$ cat config.mk
export PLATFORM = sky130hd
export DESIGN_NAME = pwr_fail_supervisor
export DESIGN_NICKNAME = d
export VERILOG_FILES = /design/src/rtl/pfs_pkg.sv /design/src/rtl/pfs_flag_sync.sv /design/src/rtl/pfs_por_timer.sv /design/src/rtl/pfs_fsm.sv /design/src/rtl/pwr_fail_supervisor.sv
export SDC_FILE = /design/constraint.sdc
export NUM_CORES = 1
export LEC_CHECK = 0
export CAP_MARGIN = 40
export CORE_MARGIN = 4
export CORE_UTILIZATION = 40
export CTS_BUF_LIST = sky130_fd_sc_hd__clkbuf_2
export CTS_CLUSTER_DIAMETER = 30
export DETAILED_ROUTE_END_ITERATION = 8
export DONT_BUFFER_PORTS = 1
export MAX_ROUTING_LAYER = met4
export PLACE_DENSITY = 0.63
export SYNTH_ARGS = -nofsm -noshare
export SYNTH_HDL_FRONTEND = slang
export SYNTH_SLANG_ARGS = --single-unit
$ cat constraint.sdc
create_clock -name clk -period 1.5 [get_ports clk]
set_input_delay 0.225 -clock clk [delete_from_list [all_inputs] [get_ports clk]]
set_output_delay 0.225 -clock clk [all_outputs]
set_load 0.01 [all_outputs]
$ cat src/rtl/pfs_pkg.sv
package pfs_pkg;

    typedef enum logic [2:0] {
        ST_BROWNOUT = 3'd0,
        ST_BATTERY  = 3'd1,
        ST_PORDELAY = 3'd2,
        ST_RUN      = 3'd3,
        ST_WARNED   = 3'd4
    } pfs_state_e;

    localparam int LVL_WARN  = 0;
    localparam int LVL_MIN   = 1;
    localparam int LVL_BATT  = 2;
    localparam int NUM_LVLS  = 3;

    typedef struct packed {
        logic batt;
        logic min;
        logic warn;
    } supply_lvl_t;

endpackage

$ cat src/rtl/pfs_flag_sync.sv
module pfs_flag_sync #(
    parameter int               WIDTH   = 3,
    parameter int               STAGES  = 2,
    parameter logic [WIDTH-1:0] RST_VAL = '0
) (
    input  logic             clk,
    input  logic             rst,
    input  logic [WIDTH-1:0] d_in,
    output logic [WIDTH-1:0] q_out
);

    localparam int LAST = STAGES - 1;

    generate
        for (genvar b = 0; b < WIDTH; b++) begin : g_bit
            logic [STAGES-1:0] chain;

            always_ff @(posedge clk or posedge rst) begin
                if (rst) begin
                    chain <= {STAGES{RST_VAL[b]}};
                end else begin
                    chain <= {chain[STAGES-2:0], d_in[b]};
                end
            end

            assign q_out[b] = chain[LAST];
        end
    endgenerate

endmodule

$ cat src/rtl/pfs_por_timer.sv
module pfs_por_timer #(
    parameter int CYCLES = 21504
) (
    input  logic clk,
    input  logic rst,
    input  logic run,
    output logic done
);

    localparam int CW = $clog2(CYCLES + 1);
    localparam logic [CW-1:0] LAST = CW'(CYCLES - 1);

    logic [CW-1:0] cnt;

    always_ff @(posedge clk or posedge rst) begin
        if (rst) begin
            cnt <= '0;
        end else if (!run) begin
            cnt <= '0;
        end else if (cnt != LAST) begin
            cnt <= cnt + 1'b1;
        end
    end

    assign done = run && (cnt == LAST);

    // the count never passes the programmed limit
    p_cnt_limit_r7: assert property (@(posedge clk) disable iff (rst)
        cnt <= LAST);

    // leaving the delay state clears the count
    p_cnt_clear_r8: assert property (@(posedge clk) disable iff (rst)
        !run |=> (cnt == '0));

endmodule

$ cat src/rtl/pfs_fsm.sv
module pfs_fsm
    import pfs_pkg::*;
(
    input  logic        clk,
    input  logic        rst,
    input  supply_lvl_t lvl,
    input  logic        irq_en,
    input  logic        timer_done,
    output logic        timer_run,
    output logic        cpu_reset,
    output logic        strobe_hold,
    output logic        batt_sel,
    output logic        warn_irq
);

    pfs_state_e state, nxt;
    logic       irq_q;

    always_ff @(posedge clk or posedge rst) begin
        if (rst) begin
            state <= ST_BROWNOUT;
        end else begin
            state <= nxt;
        end
    end

    always_comb begin
        nxt = state;
        unique case (state)
            ST_BATTERY: begin
                if (!lvl.batt) begin
                    nxt = lvl.min ? ST_BROWNOUT : ST_PORDELAY;
                end
            end
            ST_BROWNOUT: begin
                if (lvl.batt)      nxt = ST_BATTERY;
                else if (!lvl.min) nxt = ST_PORDELAY;
            end
            ST_PORDELAY: begin
                if (lvl.batt)         nxt = ST_BATTERY;
                else if (lvl.min)     nxt = ST_BROWNOUT;
                else if (timer_done)  nxt = lvl.warn ? ST_WARNED : ST_RUN;
            end
            ST_RUN: begin
                if (lvl.batt)      nxt = ST_BATTERY;
                else if (lvl.min)  nxt = ST_BROWNOUT;
                else if (lvl.warn) nxt = ST_WARNED;
            end
            ST_WARNED: begin
                if (lvl.batt)      nxt = ST_BATTERY;
                else if (lvl.min)  nxt = ST_BROWNOUT;
                else if (!lvl.warn) nxt = ST_RUN;
            end
            default: nxt = ST_BROWNOUT;
        endcase
    end

    // Interrupt request: only on the RUN -> WARNED crossing
    always_ff @(posedge clk or posedge rst) begin
        if (rst) begin
            irq_q <= 1'b0;
        end else begin
            irq_q <= (state == ST_RUN) && (nxt == ST_WARNED) && irq_en;
        end
    end

    always_comb begin
        timer_run   = 1'b0;
        cpu_reset   = 1'b1;
        strobe_hold = 1'b1;
        batt_sel    = 1'b0;
        unique case (state)
            ST_BATTERY: begin
                batt_sel = 1'b1;
            end
            ST_BROWNOUT: begin
                batt_sel = 1'b0;
            end
            ST_PORDELAY: begin
                timer_run = 1'b1;
            end
            ST_RUN, ST_WARNED: begin
                cpu_reset   = 1'b0;
                strobe_hold = 1'b0;
            end
            default: begin
                cpu_reset = 1'b1;
            end
        endcase
    end

    assign warn_irq = irq_q;

    // the request lasts one cycle
    p_irq_single_r2: assert property (@(posedge clk) disable iff (rst)
        warn_irq |=> !warn_irq);

    // the request needs the enable on the crossing edge
    p_irq_needs_en_r2: assert property (@(posedge clk) disable iff (rst)
        warn_irq |-> $past(irq_en));

    // the request only appears while the core runs
    p_irq_running_r3: assert property (@(posedge clk) disable iff (rst)
        warn_irq |-> !cpu_reset);

    // battery select always comes with reset
    p_batt_reset_r6: assert property (@(posedge clk) disable iff (rst)
        batt_sel |-> (cpu_reset && strobe_hold));

    // reset is released only by a completed count
    p_release_timed_r7: assert property (@(posedge clk) disable iff (rst)
        $fell(cpu_reset) |-> $past(timer_done));

endmodule

$ cat src/rtl/pwr_fail_supervisor.sv
module pwr_fail_supervisor
    import pfs_pkg::*;
#(
    parameter int         POR_CYCLES  = 21504,
    parameter int         SYNC_STAGES = 2,
    parameter logic [7:0] IRQ_VECTOR  = 8'h2B
) (
    input  logic       clk,
    input  logic       rst_pin,
    input  logic       vcc_below_warn,
    input  logic       vcc_below_min,
    input  logic       vcc_below_batt,
    input  logic       warn_irq_en,
    output logic       cpu_reset,
    output logic       strobe_hold,
    output logic       batt_sel,
    output logic       warn_irq,
    output logic [7:0] irq_vector
);

    localparam logic [NUM_LVLS-1:0] SYNC_RST = 3'b011;

    logic [NUM_LVLS-1:0] raw_lvl;
    logic [NUM_LVLS-1:0] syn_lvl;
    supply_lvl_t         lvl;
    logic                timer_run;
    logic                timer_done;

    assign raw_lvl[LVL_WARN] = vcc_below_warn;
    assign raw_lvl[LVL_MIN]  = vcc_below_min;
    assign raw_lvl[LVL_BATT] = vcc_below_batt;

    pfs_flag_sync #(
        .WIDTH   (NUM_LVLS),
        .STAGES  (SYNC_STAGES),
        .RST_VAL (SYNC_RST)
    ) u_sync (
        .clk   (clk),
        .rst   (rst_pin),
        .d_in  (raw_lvl),
        .q_out (syn_lvl)
    );

    // Nesting: each lower level implies every level above it
    assign lvl.batt = syn_lvl[LVL_BATT];
    assign lvl.min  = syn_lvl[LVL_MIN] | syn_lvl[LVL_BATT];
    assign lvl.warn = syn_lvl[LVL_WARN] | syn_lvl[LVL_MIN] | syn_lvl[LVL_BATT];

    pfs_por_timer #(
        .CYCLES (POR_CYCLES)
    ) u_timer (
        .clk  (clk),
        .rst  (rst_pin),
        .run  (timer_run),
        .done (timer_done)
    );

    pfs_fsm u_fsm (
        .clk         (clk),
        .rst         (rst_pin),
        .lvl         (lvl),
        .irq_en      (warn_irq_en),
        .timer_done  (timer_done),
        .timer_run   (timer_run),
        .cpu_reset   (cpu_reset),
        .strobe_hold (strobe_hold),
        .batt_sel    (batt_sel),
        .warn_irq    (warn_irq)
    );

    assign irq_vector = IRQ_VECTOR;

    // a synchronized minimum flag forces reset and strobe hold next cycle
    p_min_forces_reset_r5: assert property (@(posedge clk) disable iff (rst_pin)
        lvl.min |=> (cpu_reset && strobe_hold));

    // a synchronized battery flag selects the cell next cycle
    p_batt_follows_r6: assert property (@(posedge clk) disable iff (rst_pin)
        lvl.batt |=> batt_sel);

    // minimum flag alone still counts as below warning
    p_nest_r9: assert property (@(posedge clk) disable iff (rst_pin)
        syn_lvl[LVL_MIN] |=> !warn_irq);

endmodule

==> run metrics, run 1 <==
clock skew 1.42 ps; setup_tns -35.5 ps; crit-path cells ha_2 > and3_4 > and4_4 > or3_4 > a21oi_2; CP endpoint kind register; Leak around 0.6 nW; final setup fails 2; Top-Level Pins 18; # clock sinks 25; synth cell count leaders dfrtp_1 (21), buf_4 (9), nand2_1 (9), nor2_1 (8), o21ai_0 (8); fin crit period between 1500 and 2000 ps; Final Max Tran Viols 0; WS Path Type register to register; die footprint 4080 µm²; hold_ws 265 ps; P per Cell Area 696 nW/µm²; # diodes 0; initial detailed-routing violation count 17; Cell Rows 20; crit path buf inv count 0; crit path max fanout 9; Yosys cell types 37; share of layout cells above drive strength 1 0.348; Layout area overhead 21.1%; synthesis warning total 0; Post-synth top flop dfrtp_1; First-pass DRT Iterations 4; die height between 60 and 70 µm; post-DR wirelength/cell about 13 µm; Mapped Cells about 120; failing checks setup timing; status complete, but fails checks; CTS H-Tree Depth 1; post-DP HPWL 1630 µm; Via Count 934; Critical Path RT roughly 1800 ps; Tcrit/Tclk final 1.02; area leader, netlist dfrtp_1; Peak VDD IR 0.473 mV; Final GP Congestion between 0.7 and 0.8; CORE AREA about 3000 µm²; DR vias/cell approximately 5; Hold Crit Class primary input to async pin; Die Span X 63.9 µm; Netlist Area Pre-Place 1250 µm²; CTS tree yes; vias in the first global route approximately 930; synth top area cells dfrtp_1 (42%), dfstp_2 (8.4%), buf_4 (5.4%); nets 149; post-route ant nets 0; DR DRC count 0; largest family of logic cells by synthesized area simple AND/OR/NAND/NOR gates; Slowest-stage cell, CP dfrtp_1; first-pass GRT wire length 4040 µm; Final WS setup -23.0 ps; register bit total from synthesis 25; Final Hold Viols 0; mux cell area share after synthesis 0; pin count of the biggest net entering global routing 16; post-synth top area share 0.421; Worst path top cell family by delay simple AND/OR/NAND/NOR gates; Compound-Gate Fraction of Synth Area 0.128; syn_area_per_cell 10.2 µm²; Initial Util 0.412; sequential area share after synthesis 0.505; crit path DAT 1810 ps; CTS buffer count 3; initial antenna violation count 0; Adder-Cell Fraction of Synth Area 0.0100; startpoint types register; CTS Buffer Depth 2; Synth Area in Simple Gates 0.218; unrepaired setup endpoints after global routing yes; Worst-Skew Late Latency 330 ps; Global Route Usage Sum 0.127; Post-synth EDFFs 0; Remaining Overflow, GRT 0; Max-Cap Viols 0; Worst-path clk slew between 200 and 250 ps; most frequent cell after synthesis dfrtp_1; FILL cells about 280; CP max stage delay 450 ps; port bufs 0; Synth Area in XOR/XNOR 0.0421; Max Clk Rate about 0.66 GHz; CTS root buffer clkbuf_2; asr flop ratio synth 1.00; routed wire length 2310 µm
==> state kept, by name (all words and copies together), names as in the netlist <==
| name | count |
|---|---|
| u_fsm.state | 3 |
| u_fsm.warn_irq | 1 |
| u_sync.g_bit.chain | 6 |
| u_timer.cnt | 15 |
==> repair_timing <==
action                                  4_1_cts  5_1_grt
hold endpoints to repair                     10        0
setup buffers                                 4        1
endpoints found under the setup margin        6       13
hold buffers                                  5        0
gates resized for setup                      10       12
gates cloned                                  0        0
pin swaps                                     3        3
==> worst register-to-register path: stages, from the launching register on <==
cell and delay [ps]:
dfrtp_1 450, ha_2 200, and3_4 190, and4_4 180
or3_4 330, a21oi_2 120
==> metal layers <==
layer | share of wire | wire length [µm] | global-route usage
met1 | 0.46 | 1060 | 0.156
met2 | 0.50 | 1150 | 0.210
met3 | 0.032 | 74 | 0.0228
met4 | 0.012 | 28 | 0.0458
met5 | 0 | 0 | -
==> power breakdown <==
group,switching [mW],total [mW],internal (mW)
Sequential,0.0114,0.705,0.693
Combinational,0.0499,0.0880,0.0382
Clock,0.198,0.260,0.0619
Total,0.259,1.05,0.793
==> area by class of cell <==
cell class / instances / area (µm²) / share of cell area
Multi-Input combinational cell: 86 / 601 / 0.397
Sequential cell: 25 / 634 / 0.419
Inverter: 3 / 11.3 / 0.00744
Tap cell: 44 / 55.1 / 0.0364
Clock inverter: 1 / 7.51 / 0.00496
Clock buffer: 3 / 15.0 / 0.00993
Timing Repair Buffer: 23 / 189 / 0.125
==> layout by cell type, fill, tap and decap left out, types with 3 or more instances in the layout <==
| master | synthesis | layout |
|---|---|---|
| buf_4 | 9 | 17 |
| and4_1 | 5 | 3 |
| dfrtp_1 | 21 | 18 |
| nand2_1 | 9 | 9 |
| dlygate4sd3_1 | 0 | 5 |
| dfrtp_2 | 0 | 3 |
| a31oi_1 | 4 | 4 |
| conb_1 | 2 | 8 |
| o21ai_0 | 8 | 7 |
| clkbuf_2 | 0 | 3 |
| dfstp_2 | 4 | 4 |
| nor2_1 | 8 | 7 |
| inv_1 | 3 | 3 |
| a21oi_2 | 0 | 3 |
| xor2_1 | 4 | 4 |
| nand4_1 | 7 | 7 |
==> per-stage QoR <==
| stage | cells | cell area, µm² | total power [mW] | setup WS, ps | util |
|---|---|---|---|---|---|
| global route | 185 | 1510 | 1.11 | -72.7 | 0.500 |
| finish | 185 | 1510 | 1.05 | -23.0 | 0.500 |
| floorplan | 128 | 1280 | 0.774 | -11.2 | - |
| detailed placement | 171 | 1330 | 0.777 | 11.1 | 0.439 |
| CTS | 184 | 1460 | 1.06 | -5.19 | 0.483 |
| global placement | 171 | 1330 | 0.775 | 37.7 | 0.439 |
==> worst paths after layout <==
| path | from | slack, ps | depth (start not counted) | end |
|---|---|---|---|---|
| min in group clk | u_sync.g_bit[1].chain[0]$_DFF_PP1_ | 370 | 0 | u_sync.g_bit[1].chain[1]$_DFF_PP1_ |
| hold / removal | rst_pin | 270 | 2 | u_sync.g_bit[2].chain[0]$_DFF_PP0_ |
| setup reg to reg | u_timer.cnt[0]$_DFFE_PP0P_ | -20 | 5 | u_timer.cnt[7]$_DFFE_PP0P_ |
| setup / recovery | u_timer.cnt[0]$_DFFE_PP0P_ | -20 | 5 | u_timer.cnt[7]$_DFFE_PP0P_ |
| hold reg to reg | u_sync.g_bit[1].chain[0]$_DFF_PP1_ | 370 | 0 | u_sync.g_bit[1].chain[1]$_DFF_PP1_ |
| max in group asynchronous | rst_pin | 690 | 3 | u_timer.cnt[2]$_DFFE_PP0P_ |
==> cells by family (layout without fill, tap and decap cells) <==
| kind of cell | Yosys count | count (layout) |
|---|---|---|
| AND/OR/NAND/NOR | 46 | 46 |
| AO/OA/AOI/OAI | 25 | 25 |
| flip-flops | 25 | 25 |
| buffers and inverters | 17 | 30 |
| XOR/XNOR | 6 | 6 |
| other | 2 | 8 |
| adder cells (fa/ha/maj) | 1 | 1 |
(Power assumes the default switching activity.)
==> inputs of run 2 (changes only) <==
CORE_UTILIZATION = 35   (was 40)
CTS_BUF_LIST = sky130_fd_sc_hd__clkbuf_4 sky130_fd_sc_hd__clkbuf_8   (was sky130_fd_sc_hd__clkbuf_2)
PLACE_DENSITY = 0.58   (was 0.63)
==> run metrics, run 2 (synthesis results as in run 1) <==
Final Max Tran Viols 0 (unchanged); DR vias/cell 5.08 (was 5.05); Layout area overhead 18.8% (was 21.1%); port bufs 0 (unchanged); first-pass GRT wire length 4130 µm (was 4040 µm); Worst-Skew Late Latency 330 ps (about the same); Global Route Usage Sum 0.122 (was 0.127); Core Util, Final 0.438 (was 0.500); # diodes 0 (unchanged); Max Clk Rate 0.671 GHz (was 0.657 GHz); setup_tns 0 ps (was -35.5 ps); startpoint types register (unchanged); Hold Crit Class register to register (was primary input to async pin); CTS root buffer clkbuf_4 (was clkbuf_2); Initial Util 0.368 (was 0.412); die height 67.7 µm (was 63.9 µm); Die Span X 67.7 µm (was 63.9 µm); Max-Cap Viols 0 (unchanged); crit-path cells ha_2 > and3_4 > and4_4 > or3_1 > a21oi_2 (was ha_2 > and3_4 > and4_4 > or3_4 > a21oi_2); WS Path Type register to register (unchanged); CTS buffer count 3 (unchanged); CP max stage delay 440 ps (was 450 ps); Critical Path RT 1770 ps (was 1790 ps); Peak VDD IR 0.448 mV (was 0.473 mV); clock skew 9.52 ps (was 1.42 ps); DR DRC count 0 (unchanged); Leak 0.603 nW (was 0.613 nW); initial antenna violation count 0 (unchanged); post-DR wirelength/cell 12.6 µm (was 12.5 µm); CTS tree yes (unchanged); status finished, final reports clean (was complete, but fails checks); largest registers u_timer.cnt x15, u_sync.g_bit.chain x6, u_fsm.state x3 (unchanged); CP endpoint kind register (unchanged); initial detailed-routing violation count 11 (was 17); crit path DAT 1760 ps (was 1810 ps); routed wire length 2340 µm (was 2310 µm); final setup fails 0 (was 2); CORE AREA 3390 µm² (was 3030 µm²); crit path max fanout 9 (unchanged); Via Count 940 (was 934); most common cell after layout, fill and taps aside dfrtp_1 (unchanged); unrepaired setup endpoints after global routing yes (unchanged); # clock sinks 25 (unchanged); Worst-path clk slew 140 ps (was 230 ps); P per Cell Area 738 nW/µm² (was 696 nW/µm²); vias in the first global route 929 (was 934); max reg flops 15 (unchanged); Tcrit/Tclk final 0.993 (was 1.02); CTS Buffer Depth 2 (unchanged); pin count of the biggest net entering global routing 26 (was 16); CTS H-Tree Depth 1 (unchanged); post-route ant nets 0 (unchanged); share of layout cells above drive strength 1 0.302 (was 0.348); Reg with most FFs u_timer.cnt (unchanged); Top-Level Pins 18 (unchanged); Remaining Overflow, GRT 0 (unchanged); commonest cells after routing, fill and taps aside dfrtp_1 (19), buf_4 (15), nand2_1 (9) (was dfrtp_1 (18), buf_4 (17), nand2_1 (9)); post-DP HPWL 1650 µm (was 1630 µm); fin crit period 1490 ps (was 1520 ps); Cell Rows 21 (was 20); nets 147 (was 149); die footprint 4590 µm² (was 4080 µm²); Slowest-stage cell, CP dfrtp_1 (unchanged); Final Hold Viols 0 (unchanged); Final GP Congestion 0.797 (was 0.795); First-pass DRT Iterations 4 (unchanged)
run 2: changes by cell type in the layout (fill, tap and decap cells not counted), sizes merged:
cell,delta
buf,-2
run 2: per-stage QoR:
| step | worst slack, ps | hold WS [ps] | cells | total power, mW | instance area (µm²) |
|---|---|---|---|---|---|
| floorplan | -11.2 | 229 | 128 | 0.774 | 1280 |
| global placement | 35.3 | 180 | 174 | 0.775 | 1340 |
| detailed placement | -7.21 | 197 | 174 | 0.777 | 1340 |
| CTS | -1.36 | 367 | 184 | 1.11 | 1450 |
| global route | -81.1 | 377 | 185 | 1.14 | 1480 |
| finish | 10.5 | 366 | 185 | 1.10 | 1480 |
run 2: layer usage:
metal / share of wire / wire, µm / up-vias / global-route usage
met1: 0.48 / 1110 / 459 / 0.148
met4: 0.018 / 42 / 0 / 0.0658
li1: - / - / 462 / -
met2: 0.48 / 1110 / 15 / 0.198
met5: 0 / 0 / - / -
met3: 0.030 / 71 / 4 / 0.0150
run 2: power by group:
| group | switching, mW | total (mW) | internal (mW) |
|---|---|---|---|
| Clock | 0.210 | 0.313 | 0.102 |
| Combinational | 0.0464 | 0.0791 | 0.0327 |
| Sequential | 0.0117 | 0.704 | 0.692 |
run 2: worst paths after layout:
path                                                       to  cells after the start                               start  slack, ps
min in group asynchronous  u_sync.g_bit[2].chain[0]$_DFF_PP0_                      3                             rst_pin        390
max reg2reg                        u_timer.cnt[7]$_DFFE_PP0P_                      5          u_timer.cnt[0]$_DFFE_PP0P_         10
min reg2reg                u_sync.g_bit[1].chain[1]$_DFF_PP1_                      0  u_sync.g_bit[1].chain[0]$_DFF_PP1_        370
max in group asynchronous  u_sync.g_bit[1].chain[1]$_DFF_PP1_                      3                             rst_pin        830
max                                u_timer.cnt[7]$_DFFE_PP0P_                      5          u_timer.cnt[0]$_DFFE_PP0P_         10
min                        u_sync.g_bit[1].chain[1]$_DFF_PP1_                      0  u_sync.g_bit[1].chain[0]$_DFF_PP1_        370
run 2: critical path: cells and delay by family (launching register included):
kind	cells	cell delay [ps]
simple gates	3	690
compound gates	1	110
fa+ha+maj	1	190
flops	1	440
run 2: what timing repair did:
| action | CTS | global route |
|---|---|---|
| hold endpoints to repair | 25 | 0 |
| endpoints found under the setup margin | 4 | 16 |
| buffers inserted | 1 | 1 |
| pin swaps | 2 | 6 |
| gates resized for setup | 7 | 8 |
| hold buffers | 5 | 0 |
run 2: final cells by class:
type / count / area [µm²]
timing repair buffer: 21 / 174
multi-input combinational: 86 / 578
clock buffer: 3 / 22.5
fill: 321 / 1910
clock inverter: 1 / 7.51
sequential: 25 / 633
inverter: 3 / 11.3
tap: 46 / 57.6
